### src/rtl/pmc_pkg.sv
package pmc_pkg;
  localparam int PM_DATA_W  = 32;
  localparam int PM_SDF_W   = 4;
  localparam int PM_DOZE_B  = PM_SDF_W;
  localparam int PM_SLEEP_B = PM_SDF_W + 1;
  localparam int PM_UNITS   = 6;

  // gate vector bit order
  localparam int U_DCACHE = 0;
  localparam int U_ICACHE = 1;
  localparam int U_DMMU   = 2;
  localparam int U_IMMU   = 3;
  localparam int U_CPU    = 4;
  localparam int U_TICK   = 5;

  typedef struct packed {
    logic                sleep;
    logic                doze;
    logic [PM_SDF_W-1:0] sdf;
  } pm_state_t;
endpackage

### src/rtl/pmc_regs.sv
module pmc_regs
  import pmc_pkg::*;
#(
  parameter int DATA_W = PM_DATA_W
) (
  input  logic              clk,
  input  logic              rst_n,
  input  logic              wr_en,
  input  logic [DATA_W-1:0] wr_data,
  input  logic              wr_block,
  input  logic              wake_hit,
  output pm_state_t         state_q,
  output logic [DATA_W-1:0] rd_data
);
  localparam int STATE_W = $bits(pm_state_t);

  pm_state_t state_d;

  always_comb begin
    state_d = state_q;
    if (wr_en && !wr_block) begin
      state_d.sdf   = wr_data[PM_SDF_W-1:0];
      state_d.doze  = wr_data[PM_DOZE_B];
      state_d.sleep = wr_data[PM_SLEEP_B];
    end
    if (wake_hit) begin
      state_d.doze  = 1'b0;
      state_d.sleep = 1'b0;
    end
  end

  always_ff @(posedge clk or negedge rst_n) begin
    if (!rst_n) state_q <= '0;
    else        state_q <= state_d;
  end

  always_comb begin
    rd_data              = '0;
    rd_data[STATE_W-1:0] = state_q;
  end
endmodule

### src/rtl/pmc_wake.sv
module pmc_wake
  import pmc_pkg::*;
(
  input  logic      clk,
  input  logic      rst_n,
  input  pm_state_t state_q,
  input  logic      irq,
  output logic      wake_hit,
  output logic      wake_q
);
  logic low_power;

  assign low_power = state_q.doze | state_q.sleep;
  assign wake_hit  = low_power & irq;

  always_ff @(posedge clk or negedge rst_n) begin
    if (!rst_n) wake_q <= 1'b0;
    else        wake_q <= wake_hit;
  end
endmodule

### src/rtl/pmc_gate_decode.sv
module pmc_gate_decode
  import pmc_pkg::*;
#(
  parameter int UNITS    = PM_UNITS,
  parameter int TICK_IDX = U_TICK
) (
  input  pm_state_t        state_q,
  output logic [UNITS-1:0] gate,
  output logic             low_volt
);
  localparam logic [PM_SDF_W-1:0] SDF_MAX = '1;

  logic any_lp;
  assign any_lp = state_q.doze | state_q.sleep;

  for (genvar i = 0; i < UNITS; i++) begin : g_unit
    if (i == TICK_IDX) begin : g_keep_alive
      assign gate[i] = state_q.sleep;
    end else begin : g_core_unit
      assign gate[i] = any_lp;
    end
  end

  assign low_volt = state_q.sleep | (state_q.sdf == SDF_MAX);
endmodule

### src/rtl/pwr_mode_ctrl.sv
module pwr_mode_ctrl
  import pmc_pkg::*;
(
  input  logic                 clk,
  input  logic                 rst_n,
  input  logic                 pm_we,
  input  logic [PM_DATA_W-1:0] pm_wdata,
  output logic [PM_DATA_W-1:0] pm_rdata,
  input  logic                 stall_req,
  input  logic                 irq_pending,
  output logic [PM_SDF_W-1:0]  slow_factor,
  output logic                 gate_dcache,
  output logic                 gate_icache,
  output logic                 gate_dmmu,
  output logic                 gate_immu,
  output logic                 gate_cpu,
  output logic                 gate_tick,
  output logic                 wake_req,
  output logic                 low_volt
);
  pm_state_t            state_q;
  logic                 wake_hit;
  logic [PM_UNITS-1:0]  gate_vec;

  pmc_regs #(.DATA_W(PM_DATA_W)) u_regs (
    .clk      (clk),
    .rst_n    (rst_n),
    .wr_en    (pm_we),
    .wr_data  (pm_wdata),
    .wr_block (stall_req),
    .wake_hit (wake_hit),
    .state_q  (state_q),
    .rd_data  (pm_rdata)
  );

  pmc_wake u_wake (
    .clk      (clk),
    .rst_n    (rst_n),
    .state_q  (state_q),
    .irq      (irq_pending),
    .wake_hit (wake_hit),
    .wake_q   (wake_req)
  );

  pmc_gate_decode #(.UNITS(PM_UNITS), .TICK_IDX(U_TICK)) u_gate (
    .state_q  (state_q),
    .gate     (gate_vec),
    .low_volt (low_volt)
  );

  assign slow_factor = state_q.sdf;
  assign gate_dcache = gate_vec[U_DCACHE];
  assign gate_icache = gate_vec[U_ICACHE];
  assign gate_dmmu   = gate_vec[U_DMMU];
  assign gate_immu   = gate_vec[U_IMMU];
  assign gate_cpu    = gate_vec[U_CPU];
  assign gate_tick   = gate_vec[U_TICK];
endmodule

### config.mk
export PLATFORM = sky130hd
export DESIGN_NAME = pwr_mode_ctrl
export DESIGN_NICKNAME = d
export VERILOG_FILES = /design/src/rtl/pmc_pkg.sv /design/src/rtl/pmc_regs.sv /design/src/rtl/pmc_wake.sv /design/src/rtl/pmc_gate_decode.sv /design/src/rtl/pwr_mode_ctrl.sv
export SDC_FILE = /design/constraint.sdc
export NUM_CORES = 1
export LEC_CHECK = 0
export ABC_AREA = 0
export BUFFER_PORTS_ARGS = -buffer_cell sky130_fd_sc_hd__buf_2
export CORE_AREA = 2 2 48 50
export DETAILED_ROUTE_END_ITERATION = 8
export DIE_AREA = 0 0 50 52
export PLACE_DENSITY_LB_ADDON = 0.3
export SLEW_MARGIN = 20
export SYNTH_ARGS = -nofsm -noshare
export SYNTH_HDL_FRONTEND = slang
export SYNTH_SLANG_ARGS = --single-unit
### constraint.sdc
create_clock -name clk -period 1.4 [get_ports clk]
set_clock_uncertainty 0.05 [all_clocks]
set_input_delay 0.21 -clock clk [delete_from_list [all_inputs] [get_ports clk]]
set_output_delay 0.21 -clock clk [all_outputs]
set_load 0.02 [all_outputs]
==> metrics.md <==
| Metric | Value |
|---|---|
| Status | completed |
| Die height | 52 um |
| R2r worst-path depth | 2 |
| Minimum clock period | 1.29 ns |
| Reg area | 175 um2 |
| Routability cong. | 0.596 |
| Clock Tree Buf Depth | 2 |
| Worst EP required | 1.14 ns |
| Critical Path AT | 1.03 ns |
| Clock Power Share | 0.248 |
| Reg2reg setup slack | 0.50 ns |
| RSZ-0062 raised after global routing | false |
| Synth-to-Final Area Change | 5.32% |
| DRC violations left | 0 |
| CP Launch Type | flop |
| Slew Viols, Final | 0 |
| CTS sink count | 7 |
| Post-cts resize count | 0 |
| Yosys cell types | 12 |
| Ports | 81 |
| Flop pwr share | 0.349 |
| Final #Nets | 118 |
| Post-DR wirelength/cell | 7.99 um |
| Clk_lat worst skew | 0.24 ns |
| Internal | 425 uW |
| Critical Path Fanout Max | 4 |
| # Max-Cap Violations | 0 |
| # port buffers | 28 |
| Number of synthesized register bits | 7 |
| P_leak | 0.000374 uW |
| Layout Cells excl Fill | 108 |
| Avg Vias per Cell | 3.38 |
| Worst-path clk slew | 0.05 ns |
| Vias after detailed routing | 365 |
| Antenna Cells | 0 |
| Pwr per Cell Area | 1140 mW/mm2 |
| Final wirelength | 863 um |
| Post-DP HPWL | 709 um |
| Initial Util | 0.279 |
| CTS tree | built |
| Netlist Area Pre-Place | 588 um2 |
| Row count | 17 |
| GR Util All Layers | 0.0743 |
| Initial antenna violation count | 0 |
| Setup crit end kind | output port |
| Fill count | 234 |
| RR Endpoint | u_regs.rd_data[4] |
| Final hold viol count | 0 |
| VDD IR max | 0.000275 V |
| RR Startpoint | u_regs.rd_data[5] |
| DR pass1 iterations | 3 |
| H-Tree Depth | 1 |
| Cells after DPL | 103 |
| Total gr overflow | 0 |
| Final ANT Viol Nets | 0 |
| Combinational Power Share | 0.403 |
| Die area | 0.00260 mm2 |
| Final setup fails | 0 |
| Sequential fraction of the synthesis area | 0.298 |
| Setup TNS | 0 ns |
| Cells after Synth | 58 |
| Crit path from | u_regs.rd_data[3] |
| Largest net degree at the start of global routing | 8 |
| Max Freq | 774 MHz |
| Crit share post-route | 0.922 |
| Hold WC Path Type | primary input to flop |
| Switching Fraction | 0.400 |
| Number of global-route vias before repair | 305 |
| Total power | 709 uW |
| Crit path to | low_volt |
| Syn Area/Cell | 10.1 um2 |
| First-pass GRT wire length | 1.38 mm |
| First-iteration detailed-routing DRC count | 4 |
| Area of the multi-input gates | 225 um2 |
| CTS root buffer | clkbuf_4 |
| Die W | 50 um |
| NetSw | 284 uW |
| Total core area | 0.00211 mm2 |
| Num CTS Buffers | 3 |
| Share of layout cells above drive strength 1 | 0.450 |
| Crit Path Category | flop to output port |
| Yosys warning count | 0 |
==> cells in the mapped netlist <==
cell type	instances	area, um2
inv_1	2	7.51
mux2_4	4	60.1
a41o_1	1	10.0
o32ai_1	2	17.5
conb_1	1	3.75
buf_4	35	263
buf_6	1	11.3
o21a_1	1	7.51
dfrtp_1	7	175
nand3b_1	2	15.0
nor2b_4	1	13.8
nand2_1	1	3.75
==> placed cells by master, fill, tap and decap left out <==
cell / count
dlygate4sd3_1: 1
nand2_1: 1
nor2b_4: 1
nand3b_1: 2
dfrtp_1: 7
inv_1: 2
a41o_1: 1
o21a_1: 1
clkbuf_4: 3
buf_2: 28
conb_1: 26
o32ai_1: 2
mux2_4: 4
clkbuf_1: 1
==> metrics by stage <==
stage / setup WS [ns] / instance area, um2 / hold slack (ns) / util
after global placement: 0.328 / 583 / -0.00222 / 0.277
final: 0.109 / 619 / 0.145 / 0.294
after CTS: 0.0919 / 619 / 0.130 / 0.294
after floorplan: 0.154 / 682 / -0.136 / -
after detailed placement: 0.326 / 583 / -0.000614 / 0.277
after global routing: 0.0236 / 619 / 0.125 / 0.294
==> layout make-up <==
cell class | count | area share
flip-flops and latches | 7 | 0.283
inverters | 2 | 0.0121
well taps | 28 | 0.0566
repair buffers | 29 | 0.242
clock buffers | 4 | 0.0424
multi-input cells | 38 | 0.364
==> how the worst min path moves through the flow <==
| stage | startpoint | end | slack [ns] | cells after the start |
|---|---|---|---|---|
| finish | irq_pending | u_regs.rd_data[5] | 0.15 | 2 |
| floorplan | rst_n | u_regs.rd_data[0] | -0.14 | 0 |
| CTS | irq_pending | u_regs.rd_data[5] | 0.13 | 2 |
| detailed placement | rst_n | u_regs.rd_data[0] | -0.0006 | 1 |
| global route | pm_wdata[3] | u_regs.rd_data[3] | 0.13 | 2 |
| global placement | rst_n | u_regs.rd_data[0] | -0.002 | 1 |
==> routing by layer <==
metal | share of wire | wire length, um | track usage | vias up
met5 | 0 | 0 | 0 | -
met4 | 0.0070 | 6 | 0.0556 | 0
met3 | 0.17 | 150 | 0.0402 | 2
met2 | 0.42 | 362 | 0.0987 | 35
met1 | 0.40 | 343 | 0.0883 | 158
li1 | - | - | - | 170
==> registers in the layout (all words and copies together) (netlist names) <==
name            count
u_wake.wake_q       1
u_regs.rd_data      6
==> power by group through the flow <==
stage / registers (uW) / logic (uW) / clock network [uW]
6_report: 247 / 285 / 176
3_3_place_gp: 250 / 285 / 0
2_1_floorplan: 279 / 273 / 0
4_1_cts: 248 / 287 / 189
3_5_place_dp: 251 / 283 / 0
5_1_grt: 252 / 306 / 211
==> logic make-up after synthesis <==
kind of cell	after synthesis	share of synthesized area
AO/OA/AOI/OAI	4	0.0596
multiplexers	4	0.102
flip-flops	7	0.298
buffers and inverters	38	0.479
AND/OR/NAND/NOR	4	0.0553
other	1	0.00638
==> worst max-delay path: stages, from the launching register on <==
cell and delay (ns):
dfrtp_1 0.40, a41o_1 0.24, buf_2 0.15
==> what timing repair did <==
action / CTS / global route
hold buffers: 1 / 0
buffers inserted: 0 / 0
endpoints found under the hold margin: 7 / 0
No activity file was read; power rests on OpenSTA's default activity.
